### src/rtl/pllseq_pkg.sv
package pllseq_pkg;
  localparam logic [1:0] MODE_SLOW   = 2'd0;
  localparam logic [1:0] MODE_NORMAL = 2'd1;
  localparam logic [1:0] MODE_DEEP   = 2'd2;

  typedef enum logic [3:0] {
    ST_IDLE,
    ST_CAPT,
    ST_RST_ON,
    ST_LOAD,
    ST_RST_OFF,
    ST_SETTLE,
    ST_POLL,
    ST_UNPARK,
    ST_FIN
  } seq_state_e;
endpackage

### src/rtl/pllseq_field.sv
module pllseq_field #(
  parameter int W = 6
) (
  input  logic         clk,
  input  logic         rst_n,
  input  logic         capture,
  input  logic         roll,
  input  logic         wr,
  input  logic [W-1:0] req_val,
  output logic [W-1:0] tgt,
  output logic [W-1:0] div_q
);
  logic [W-1:0] tgt_q, tgt_d;
  logic [W-1:0] snap_q, snap_d;
  logic [W-1:0] div_d;

  always_comb begin
    tgt_d  = tgt_q;
    snap_d = snap_q;
    div_d  = div_q;
    if (capture) begin
      tgt_d  = req_val;
      snap_d = div_q + W'(1);
    end else if (roll) begin
      tgt_d = snap_q;
    end
    if (wr) div_d = tgt_q - W'(1);
  end

  always_ff @(posedge clk or negedge rst_n) begin
    if (!rst_n) begin
      tgt_q  <= '0;
      snap_q <= '0;
      div_q  <= '0;
    end else begin
      tgt_q  <= tgt_d;
      snap_q <= snap_d;
      div_q  <= div_d;
    end
  end

  assign tgt = tgt_q;
endmodule

### src/rtl/pllseq_us_timer.sv
module pllseq_us_timer #(
  parameter int CYC_PER_US = 125,
  parameter int US_W       = 11
) (
  input  logic            clk,
  input  logic            rst_n,
  input  logic            start,
  input  logic [US_W-1:0] dly_us,
  output logic            expired
);
  localparam int PRE_W = $clog2(CYC_PER_US + 1);
  localparam logic [PRE_W-1:0] PRE_TOP = PRE_W'(CYC_PER_US - 1);

  logic            run_q, run_d;
  logic [PRE_W-1:0] pre_q, pre_d;
  logic [US_W-1:0]  us_q, us_d;

  always_comb begin
    run_d = run_q;
    pre_d = pre_q;
    us_d  = us_q;
    if (start) begin
      run_d = 1'b1;
      us_d  = dly_us;
      pre_d = PRE_TOP;
    end else if (run_q) begin
      if (us_q == '0) begin
        run_d = 1'b0;
      end else if (pre_q == '0) begin
        pre_d = PRE_TOP;
        us_d  = us_q - US_W'(1);
      end else begin
        pre_d = pre_q - PRE_W'(1);
      end
    end
  end

  always_ff @(posedge clk or negedge rst_n) begin
    if (!rst_n) begin
      run_q <= 1'b0;
      pre_q <= '0;
      us_q  <= '0;
    end else begin
      run_q <= run_d;
      pre_q <= pre_d;
      us_q  <= us_d;
    end
  end

  assign expired = run_q && (us_q == '0);

  AST_PRESCALE_RANGE: assert property (@(posedge clk) disable iff (!rst_n)
    run_q |-> (pre_q <= PRE_TOP)) else $error("prescaler out of range");
endmodule

### src/rtl/pllseq_lock_poll.sv
module pllseq_lock_poll #(
  parameter int LOCK_LIMIT = 24000000
) (
  input  logic clk,
  input  logic rst_n,
  input  logic clr,
  input  logic active,
  input  logic lock,
  output logic hit,
  output logic expire
);
  localparam int CNT_W = $clog2(LOCK_LIMIT + 1);
  localparam logic [CNT_W-1:0] LAST = CNT_W'(LOCK_LIMIT - 1);

  logic [CNT_W-1:0] cnt_q, cnt_d;

  always_comb begin
    cnt_d = cnt_q;
    if (clr) cnt_d = '0;
    else if (active && !lock) cnt_d = cnt_q + CNT_W'(1);
  end

  always_ff @(posedge clk or negedge rst_n) begin
    if (!rst_n) cnt_q <= '0;
    else        cnt_q <= cnt_d;
  end

  assign hit    = active && lock;
  assign expire = active && !lock && (cnt_q == LAST);

  AST_POLL_BOUNDED: assert property (@(posedge clk) disable iff (!rst_n)
    cnt_q <= CNT_W'(LOCK_LIMIT)) else $error("poll count past limit");
endmodule

### src/rtl/pllseq_fsm.sv
module pllseq_fsm
  import pllseq_pkg::*;
(
  input  logic       clk,
  input  logic       rst_n,
  input  logic       req_valid,
  input  logic [1:0] mode_cur,
  input  logic       tmr_expired,
  input  logic       poll_hit,
  input  logic       poll_expire,
  output logic       capture,
  output logic       roll,
  output logic       wr,
  output logic       tmr_start,
  output logic       poll_clr,
  output logic       poll_active,
  output logic       mode_wr,
  output logic [1:0] mode_wdata,
  output logic       pll_rst,
  output logic       busy,
  output logic       done,
  output logic       err
);
  seq_state_e st_q, st_d;
  logic parked_q, parked_d;
  logic rb_q, rb_d;
  logic err_q, err_d;
  logic rst_q, rst_d;

  always_comb begin
    st_d        = st_q;
    parked_d    = parked_q;
    rb_d        = rb_q;
    err_d       = err_q;
    rst_d       = rst_q;
    capture     = 1'b0;
    roll        = 1'b0;
    wr          = 1'b0;
    tmr_start   = 1'b0;
    poll_clr    = 1'b0;
    poll_active = 1'b0;
    mode_wr     = 1'b0;
    mode_wdata  = MODE_SLOW;
    done        = 1'b0;
    unique case (st_q)
      ST_IDLE: begin
        if (req_valid) begin
          capture  = 1'b1;
          parked_d = 1'b0;
          rb_d     = 1'b0;
          err_d    = 1'b0;
          st_d     = ST_CAPT;
        end
      end
      ST_CAPT: begin
        if (mode_cur == MODE_NORMAL) begin
          mode_wr    = 1'b1;
          mode_wdata = MODE_SLOW;
          parked_d   = 1'b1;
        end
        st_d = ST_RST_ON;
      end
      ST_RST_ON: begin
        rst_d = 1'b1;
        st_d  = ST_LOAD;
      end
      ST_LOAD: begin
        wr   = 1'b1;
        st_d = ST_RST_OFF;
      end
      ST_RST_OFF: begin
        rst_d     = 1'b0;
        tmr_start = 1'b1;
        poll_clr  = 1'b1;
        st_d      = ST_SETTLE;
      end
      ST_SETTLE: begin
        if (tmr_expired) st_d = ST_POLL;
      end
      ST_POLL: begin
        poll_active = 1'b1;
        if (poll_hit) begin
          st_d = parked_q ? ST_UNPARK : ST_FIN;
        end else if (poll_expire) begin
          err_d = 1'b1;
          if (!rb_q) begin
            roll = 1'b1;
            rb_d = 1'b1;
            st_d = ST_RST_ON;
          end else begin
            st_d = parked_q ? ST_UNPARK : ST_FIN;
          end
        end
      end
      ST_UNPARK: begin
        mode_wr    = 1'b1;
        mode_wdata = MODE_NORMAL;
        st_d       = ST_FIN;
      end
      ST_FIN: begin
        done = 1'b1;
        st_d = ST_IDLE;
      end
      default: st_d = ST_IDLE;
    endcase
  end

  always_ff @(posedge clk or negedge rst_n) begin
    if (!rst_n) begin
      st_q     <= ST_IDLE;
      parked_q <= 1'b0;
      rb_q     <= 1'b0;
      err_q    <= 1'b0;
      rst_q    <= 1'b0;
    end else begin
      st_q     <= st_d;
      parked_q <= parked_d;
      rb_q     <= rb_d;
      err_q    <= err_d;
      rst_q    <= rst_d;
    end
  end

  assign pll_rst = rst_q;
  assign busy    = (st_q != ST_IDLE);
  assign err     = err_q;

  AST_PARK_RECORDED: assert property (@(posedge clk) disable iff (!rst_n)
    (mode_wr && mode_wdata == MODE_SLOW) |=> parked_q) else $error("park not recorded");
  AST_UNPARK_NEEDS_PARK: assert property (@(posedge clk) disable iff (!rst_n)
    (mode_wr && mode_wdata == MODE_NORMAL) |-> parked_q) else $error("unpark without park");
  AST_SINGLE_ROLLBACK: assert property (@(posedge clk) disable iff (!rst_n)
    (poll_expire && rb_q) |=> (st_q != ST_RST_ON)) else $error("second rollback");
  AST_DONE_ONE_CYCLE: assert property (@(posedge clk) disable iff (!rst_n)
    done |=> !done) else $error("done longer than one cycle");
  AST_DONE_WHILE_BUSY: assert property (@(posedge clk) disable iff (!rst_n)
    done |-> busy) else $error("done while idle");
  AST_ROLL_SETS_ERR: assert property (@(posedge clk) disable iff (!rst_n)
    roll |=> err_q) else $error("rollback without error");
endmodule

### src/rtl/pll_reprog_seq.sv
module pll_reprog_seq #(
  parameter int NR_W       = 6,
  parameter int NO_W       = 4,
  parameter int NF_W       = 13,
  parameter int NB_W       = 12,
  parameter int CYC_PER_US = 125,
  parameter int LOCK_LIMIT = 24000000
) (
  input  logic            clk,
  input  logic            rst_n,
  input  logic            req_valid,
  input  logic [NR_W-1:0] req_nr,
  input  logic [NO_W-1:0] req_no,
  input  logic [NF_W-1:0] req_nf,
  input  logic [NB_W-1:0] req_nb,
  input  logic [1:0]      mode_cur,
  input  logic            lock,
  output logic            busy,
  output logic            done,
  output logic            err,
  output logic            mode_wr,
  output logic [1:0]      mode_wdata,
  output logic            pll_rst,
  output logic [NR_W-1:0] div_nr,
  output logic [NO_W-1:0] div_no,
  output logic [NF_W-1:0] div_nf,
  output logic [NB_W-1:0] div_nb
);
  localparam int PROD_W = NR_W + 10;
  localparam int US_W   = $clog2((((2 ** NR_W) * 500) / 24) + 2);

  logic capture, roll, wr, tmr_start, poll_clr, poll_active;
  logic tmr_expired, poll_hit, poll_expire;
  logic [NR_W-1:0] tgt_nr;
  logic [NO_W-1:0] tgt_no;
  logic [NF_W-1:0] tgt_nf;
  logic [NB_W-1:0] tgt_nb;
  logic [PROD_W-1:0] nr_prod;
  logic [US_W-1:0]   dly_us;

  pllseq_field #(.W(NR_W)) u_nr (
    .clk(clk), .rst_n(rst_n), .capture(capture), .roll(roll), .wr(wr),
    .req_val(req_nr), .tgt(tgt_nr), .div_q(div_nr));
  pllseq_field #(.W(NO_W)) u_no (
    .clk(clk), .rst_n(rst_n), .capture(capture), .roll(roll), .wr(wr),
    .req_val(req_no), .tgt(tgt_no), .div_q(div_no));
  pllseq_field #(.W(NF_W)) u_nf (
    .clk(clk), .rst_n(rst_n), .capture(capture), .roll(roll), .wr(wr),
    .req_val(req_nf), .tgt(tgt_nf), .div_q(div_nf));
  pllseq_field #(.W(NB_W)) u_nb (
    .clk(clk), .rst_n(rst_n), .capture(capture), .roll(roll), .wr(wr),
    .req_val(req_nb), .tgt(tgt_nb), .div_q(div_nb));

  // Settle time in microseconds from the reference divider being programmed
  always_comb begin
    nr_prod = PROD_W'(tgt_nr) * PROD_W'(500);
    dly_us  = US_W'(nr_prod / PROD_W'(24)) + US_W'(1);
  end

  pllseq_us_timer #(.CYC_PER_US(CYC_PER_US), .US_W(US_W)) u_tmr (
    .clk(clk), .rst_n(rst_n), .start(tmr_start), .dly_us(dly_us),
    .expired(tmr_expired));

  pllseq_lock_poll #(.LOCK_LIMIT(LOCK_LIMIT)) u_poll (
    .clk(clk), .rst_n(rst_n), .clr(poll_clr), .active(poll_active),
    .lock(lock), .hit(poll_hit), .expire(poll_expire));

  pllseq_fsm u_fsm (
    .clk(clk), .rst_n(rst_n), .req_valid(req_valid), .mode_cur(mode_cur),
    .tmr_expired(tmr_expired), .poll_hit(poll_hit), .poll_expire(poll_expire),
    .capture(capture), .roll(roll), .wr(wr), .tmr_start(tmr_start),
    .poll_clr(poll_clr), .poll_active(poll_active), .mode_wr(mode_wr),
    .mode_wdata(mode_wdata), .pll_rst(pll_rst), .busy(busy), .done(done),
    .err(err));

  logic [NR_W+NO_W+NF_W+NB_W-1:0] fld_all;
  assign fld_all = {div_nr, div_no, div_nf, div_nb};

  AST_FIELDS_UNDER_RESET: assert property (@(posedge clk) disable iff (!rst_n)
    (fld_all != $past(fld_all)) |-> (pll_rst && $past(pll_rst))) else $error("divider changed outside reset");
  AST_RESET_ONLY_BUSY: assert property (@(posedge clk) disable iff (!rst_n)
    pll_rst |-> busy) else $error("pll reset while idle");
endmodule

### config.mk
export PLATFORM = sky130hd
export DESIGN_NAME = pll_reprog_seq
export DESIGN_NICKNAME = d
export VERILOG_FILES = /design/src/rtl/pllseq_pkg.sv /design/src/rtl/pllseq_field.sv /design/src/rtl/pllseq_us_timer.sv /design/src/rtl/pllseq_lock_poll.sv /design/src/rtl/pllseq_fsm.sv /design/src/rtl/pll_reprog_seq.sv
export SDC_FILE = /design/constraint.sdc
export NUM_CORES = 1
export LEC_CHECK = 0
export BUFFER_PORTS_ARGS = -buffer_cell sky130_fd_sc_hd__buf_2
export CAP_MARGIN = 25
export CELL_PAD_IN_SITES_DETAIL_PLACEMENT = 0
export CELL_PAD_IN_SITES_GLOBAL_PLACEMENT = 1
export CORE_MARGIN = 4
export CORE_UTILIZATION = 35
export DETAILED_ROUTE_END_ITERATION = 7
export PLACE_DENSITY_LB_ADDON = 0.1
export SETUP_SLACK_MARGIN = 0.1
export SYNTH_ARGS = -nofsm -noshare
export SYNTH_HDL_FRONTEND = slang
export SYNTH_SLANG_ARGS = --single-unit
### constraint.sdc
create_clock -name clk -period 9.35 [get_ports clk]
set_clock_uncertainty 0.15 [all_clocks]
set_input_delay 1.87 -clock clk [delete_from_list [all_inputs] [get_ports clk]]
set_output_delay 1.87 -clock clk [all_outputs]
set_load 0.005 [all_outputs]
==> results of run 1 <==
==> placed cells by master (no fill, tap or decap), types with 5 or more instances in the layout <==
cell type and instances:
a31oi_1 36, mux2i_1 6, a21oi_1 42, a21o_1 5, buf_4 8, nand3_1 36, ha_1 41, inv_1 55
xnor2_1 45, dfrtp_1 156, xor2_1 42, nand2_1 184, buf_2 80, o211ai_1 6, o31ai_1 6, nor2_1 117
or3_1 14, o22ai_1 5, nand4_1 11, clkbuf_16 17, nor2b_1 5, o21ai_1 6, o21ai_0 106, a211o_1 7
nor3_1 27, and3_1 14, nor4_1 12, fa_1 13
==> critical path: cells and delay by family, from the launching register on <==
family	cells	cell delay, ns
DFF	1	0.50
muxes	1	0.09
and+or+nand+nor	6	2.30
buffers and inverters	3	0.40
adders and majority gates	5	2.23
AOI/OAI and AO/OA	9	2.08
==> Yosys cell counts (3+ instances only) <==
cell type / n / area (µm²)
a2111oi_0: 4 / 35.0
a211o_1: 7 / 61.3
a211oi_1: 4 / 30.0
a21boi_0: 3 / 22.5
a21o_1: 5 / 37.5
a21oi_1: 42 / 210
a221o_1: 3 / 30.0
a22oi_1: 3 / 22.5
a31oi_1: 36 / 225
and2_1: 4 / 25.0
and3_1: 15 / 93.8
buf_1: 3 / 11.3
buf_2: 10 / 50.1
buf_4: 3 / 22.5
buf_6: 5 / 56.3
clkbuf_1: 35 / 131
dfrtp_1: 156 / 3900
fa_1: 13 / 260
ha_1: 41 / 513
inv_1: 55 / 206
mux2i_1: 6 / 60.1
nand2_1: 184 / 691
nand2b_1: 4 / 25.0
nand3_1: 38 / 190
nand3b_1: 4 / 30.0
nand4_1: 11 / 68.8
nor2_1: 117 / 439
nor2b_1: 5 / 31.3
nor3_1: 27 / 135
nor4_1: 12 / 75.1
o211ai_1: 6 / 45.0
o21ai_0: 106 / 531
o21ai_1: 7 / 35.0
o22ai_1: 5 / 31.3
o31ai_1: 6 / 45.0
o32ai_1: 3 / 26.3
o41ai_1: 3 / 26.3
or2_2: 4 / 25.0
or3_1: 14 / 87.6
xnor2_1: 45 / 394
xor2_1: 42 / 368
==> area by class of cell <==
cell class	instances	area (µm²)	area share [%]
Tap cell	372	465	4.23
Inverter	55	206	1.88
Multi-Input combinational cell	876	5420	49.2
Clock buffer	18	429	3.90
Timing Repair Buffer	89	472	4.28
Sequential cell	156	3900	35.5
Clock inverter	13	118	1.07
==> metrics by stage <==
stage	area [µm²]	utilization (%)	worst slack, ns	hold WS [ns]
finish	11000	40.5	1.47	0.315
detailed placement	10500	38.5	1.47	0.301
CTS	11000	40.5	1.46	0.320
global placement	10500	38.5	1.63	0.301
floorplan	9770	-	2.48	0.283
global route	11000	40.5	0.904	0.328
==> sequential cells by signal (all words and copies together) (netlist names), 6 cells and up <==
| name | cells |
|---|---|
| u_nb.snap_q | 12 |
| u_nf.tgt | 13 |
| u_poll.cnt_q | 25 |
| u_nb.div_q | 12 |
| u_nr.div_q | 6 |
| u_tmr.us_q | 11 |
| u_nb.tgt | 12 |
| u_nr.tgt | 6 |
| u_nf.div_q | 13 |
| u_nf.snap_q | 13 |
| u_nr.snap_q | 6 |
| u_tmr.pre_q | 7 |
==> layer usage <==
| metal | GRT usage (%) | wire length (µm) | vias to the layer above |
|---|---|---|---|
| met2 | 25.1 | 10900 | 133 |
| met5 | 0 | 20 | - |
| li1 | - | - | 4081 |
| met4 | 4.26 | 363 | 2 |
| met1 | 23.5 | 12200 | 3788 |
| met3 | 3.40 | 962 | 21 |
==> logic make-up (layout without fill, tap and decap cells) <==
group | after synthesis | count (layout) | synth area share, %
AO/OA/AOI/OAI | 274 | 274 | 17.8
AND/OR/NAND/NOR | 453 | 453 | 20.8
multiplexers | 7 | 7 | 0.845
other | 1 | 1 | 0.0384
XOR/XNOR | 87 | 87 | 7.80
flip-flops | 156 | 156 | 39.9
adder cells (fa/ha/maj) | 54 | 54 | 7.91
buffers and inverters | 111 | 175 | 4.89
==> how the worst min path moves through the flow <==
| stage | from | endpoint | slack [ns] | cells after the start |
|---|---|---|---|---|
| after floorplan | u_nb.snap_q[1] | u_nb.snap_q[1] | 0.28 | 2 |
| after global placement | u_nf.snap_q[1] | u_nf.snap_q[1] | 0.30 | 2 |
| after detailed placement | u_nf.snap_q[1] | u_nf.snap_q[1] | 0.30 | 2 |
| after CTS | u_no.snap_q[1] | u_no.snap_q[1] | 0.32 | 2 |
| after global routing | u_nf.snap_q[1] | u_nf.snap_q[1] | 0.33 | 2 |
| final | u_no.snap_q[1] | u_no.snap_q[1] | 0.31 | 2 |
==> results.toml, run 1 <==
[global_route]
grt_max_degree = 86
first_global_vias = 7839
grt.overflow.total = 0
antenna_found_initial = 1
grt_pass1_wl_um = 41300
grtUsageTotal_pct = 16.3

[clock_tree]
cts_setup_buffers = 0
cts_resized = 0
root_buffer = "clkbuf_16"
numClockSinks = 156
clkTransAtPathRegs_ns = 0.06
postCtsHoldBufs = 0
htree_levels = 4
cts_tree = "yes"
clock_latency_ns = 0.43
cts_buffers = 17
cts_max_path_buffers = 2

[worst_hold_path]
hp-class = "reg -> reg"

[final_layout]
diodes = 0
final_cells = 1579
fin_nets = 1290
drive_above_1_share_pct = 12.0
fillers = 2848
syn_to_final_growth_pct = 12.6

[sta]
hold_viol = 0
fmax_mhz = 127
setup_viol = 0
period_needed_ns = 7.88
worst_pin_slew_ns = 0.966
max_slew_margin_pct = 35.6
rsz0062_at_grt = "false"
period_share_pct = 84.2
tns_ns = 0
drv_slew = 0

[detailed_routing]
drt-total-wl_um = 24400
via_per_inst = 5.08
post_drt_wl_per_cell_um = 15.5
drc = 0
num_vias = 8025
first_iter_violations = 521
drtAntennaViolNets = 0
drtPass1Iterations = 5

[place]
dp_hpwl_um = 17200
dp.cells = 1548
place_congestion = 0.839
portBuffers = 81

[floorplanning]
die_h_um = 175
pin_count = 83
die-width_um = 175
die_area_um2 = 30700
std_cell_rows = 60
core_um2 = 27200
start_util_pct = 36.0

[synth]
synthesis.area_um2 = 9770
synthArstFlopShare_pct = 100
ys_warn_count = 0
synth_flop_cell = "dfrtp_1"
ys_types = 80
avgSynthCellArea_um2 = 8.55
synth_edf_count = 0
synth_cells = 1143
synthesis.nets = 1238
ys_ff_latch = 156
synth_seq_area_share_pct = 39.9

[worst_setup_path]
reg2reg_slack_ns = 1.47
slowest_delay_ns = 0.69
reg2reg_from = "u_nr.tgt[2]"
startpoint_type = "flop"
critPathCapture = "u_tmr.us_q[4]"
crit_slowest_cell = "nor2_1"
worstSetupPathType = "reg -> reg"
end_kind = "flop"
path_common_cell = "fa_1"
ff2ff_path_depth = 24
reg2reg_to = "u_tmr.us_q[4]"
crit_fanout = 24
cp_cell_sequence = "fa_1 -> inv_1 -> fa_1 -> fa_1 -> inv_1 -> ha_1 -> a211oi_2 -> or4b_1 -> o311ai_2 -> buf_4 -> nor3_1 -> or3_1 -> a32o_1 -> nor2_1 -> a2111oi_0 -> a221o_1 -> o21ai_1 -> a21boi_0 -> o21a_1 -> ha_1 -> and4_4 -> mux2i_1 -> a222oi_1 -> or3b_1"
crit_path_start = "u_nr.tgt[2]"
required_ns = 9.51
cp.arrival_ns = 8.03

[outcome]
status = "complete, no violations"

[flow_run]
drv_cap = 0
Power of run 1 is not shown: default switching activity piles up to over one toggle a cycle in this logic, so the estimate is an artifact.
==> inputs of run 2 (changes only) <==
==> constraint.sdc (replaced) <==
create_clock -name clk -period 7.8 [get_ports clk]
set_clock_uncertainty 0.15 [all_clocks]
set_input_delay 1.56 -clock clk [delete_from_list [all_inputs] [get_ports clk]]
set_output_delay 1.56 -clock clk [all_outputs]
set_load 0.005 [all_outputs]
==> run 2 against run 1 <==
  * Register-to-register slack got worse by 0.99 ns
  * Cell area rose by 1.1%
  * Die area did not move
  * First-iteration DRC count fell by 4.6%
  * Utilization rose by 0.43 points
  * Non-clock buffer count rose by 10
  * Maximum frequency rose by 7.7%
  * Sequential share of layout area fell by 0.37 points
  * Setup slack got worse by 0.99 ns
  * Clock-buffer cell count rose by 1
  * Flip-flop and latch count did not move
  * Critical endpoint unchanged
  * Highest routed layer unchanged
==> results.toml, run 2 (synthesized netlist as in run 1, its figures left out) <==
[outcome]
status = "complete, no violations"

[global_route]
grt_pass1_wl_um = 42100
antenna_found_initial = 1
grt.overflow.total = 0
first_global_vias = 8143
grtUsageTotal_pct = 16.6
grt_max_degree = 90

[floorplanning]
die_area_um2 = 30700
std_cell_rows = 60
pin_count = 83
die-width_um = 175
core_um2 = 27200
start_util_pct = 36.0
die_h_um = 175

[sta]
period_share_pct = 93.8
setup_viol = 0
drv_slew = 0
fmax_mhz = 137
worst_slack_ns = 0.485
max_slew_margin_pct = 37.0
tns_ns = 0
period_needed_ns = 7.32
hold_viol = 0
rsz0062_at_grt = "false"
worst_pin_slew_ns = 0.945

[detailed_routing]
via_per_inst = 5.14
num_vias = 8164
post_drt_wl_per_cell_um = 15.5
drtPass1Iterations = 4
first_iter_violations = 497
drtAntennaViolNets = 0
drc = 0
drt-total-wl_um = 24700

[final_layout]
design_area_um2 = 11100
final_cell_mix = "184 x nand2_1, 156 x dfrtp_1, 117 x nor2_1"
drive_above_1_share_pct = 12.9
largest_register_ff_count = 25
fin_nets = 1300
layout_commonest_cell = "nand2_1"
syn_to_final_growth_pct = 13.8
fillers = 2824
top_register = "u_poll.cnt_q"
diodes = 0

[worst_setup_path]
end_kind = "flop"
required_ns = 7.95
ff2ff_path_depth = 25
startpoint_type = "flop"
worstSetupPathType = "reg -> reg"
cp.arrival_ns = 7.47
slowest_delay_ns = 0.53
crit_slowest_cell = "fa_1"
crit_fanout = 13

[clock_tree]
postCtsHoldBufs = 0
cts_buffers = 17
cts_max_path_buffers = 2
numClockSinks = 156
htree_levels = 4
clkTransAtPathRegs_ns = 0.07
cts_tree = "yes"
root_buffer = "clkbuf_16"
clock_latency_ns = 0.43

[worst_hold_path]
hp-class = "reg -> reg"
hold_depth = 2

[place]
dp_hpwl_um = 17500
portBuffers = 81
place_congestion = 0.817
place_area_um2 = 10500
place_ws_ns = 0.275

[flow_run]
drv_cap = 0
run 2: changes by cell type in the layout (fill, tap and decap cells not counted), sizes merged:
| cell | previous run | this run |
|---|---|---|
| buf | 89 | 99 |
| clkbuf | 18 | 19 |
| clkinv | 6 | 7 |
| inv | 59 | 57 |
run 2: critical path: cells and delay by family (launching register included):
| kind | cells | cell delay (ns) |
|---|---|---|
| DFF | 1 | 0.46 |
| muxes | 1 | 0.13 |
| AOI/OAI and AO/OA | 13 | 3.37 |
| xor gates and xnor gates | 1 | 0.20 |
| buffers and inverters | 2 | 0.09 |
| adders and majority gates | 6 | 2.23 |
| and+or+nand+nor | 2 | 0.55 |
run 2: area by class of cell:
class | count | area, µm² | area share, %
clock buffer | 19 | 443 | 3.98
multi-input combinational | 876 | 5440 | 48.9
timing repair buffer | 99 | 547 | 4.91
tap | 372 | 465 | 4.18
inverter | 55 | 206 | 1.86
sequential | 156 | 3900 | 35.1
clock inverter | 12 | 116 | 1.05
run 2: metrics by stage:
step	utilization (%)	hold WS (ns)	instances
CTS	40.7	0.319	1585
detailed placement	38.7	0.304	1554
global placement	38.7	0.302	1554
floorplan	-	0.283	1143
finish	40.9	0.318	1589
global route	40.9	0.339	1589
run 2: per-layer routing:
metal  wire (µm)  share of wire (%)  GRT usage (%)  up-vias
met5          11              0.045              0        -
met4         357                1.4           4.03        2
met3         940                3.8           3.40       24
met2       11100                 45           26.3      119
met1       12300                 50           23.2     3912
li1            -                  -              -     4107
run 2: worst paths after layout:
| kind | startpoint | slack (ns) | end |
|---|---|---|---|
| worst max-delay path | u_nr.tgt[0] | 0.48 | u_tmr.us_q[4] |
| worst min-delay path | u_no.snap_q[1] | 0.32 | u_no.snap_q[1] |
| worst max register to register | u_nr.tgt[0] | 0.48 | u_tmr.us_q[4] |
| worst min register to register | u_no.snap_q[1] | 0.32 | u_no.snap_q[1] |
| max in group asynchronous | rst_n | 4.99 | u_no.tgt[2] |
| min in group asynchronous | rst_n | 1.04 | u_tmr.pre_q[6] |
run 2: timing repair:
item,in CTS,in global routing
resized for setup,0,4
setup endpoints to repair,0,1
buffers inserted,0,4
Power of run 2 is left out for the same reason.
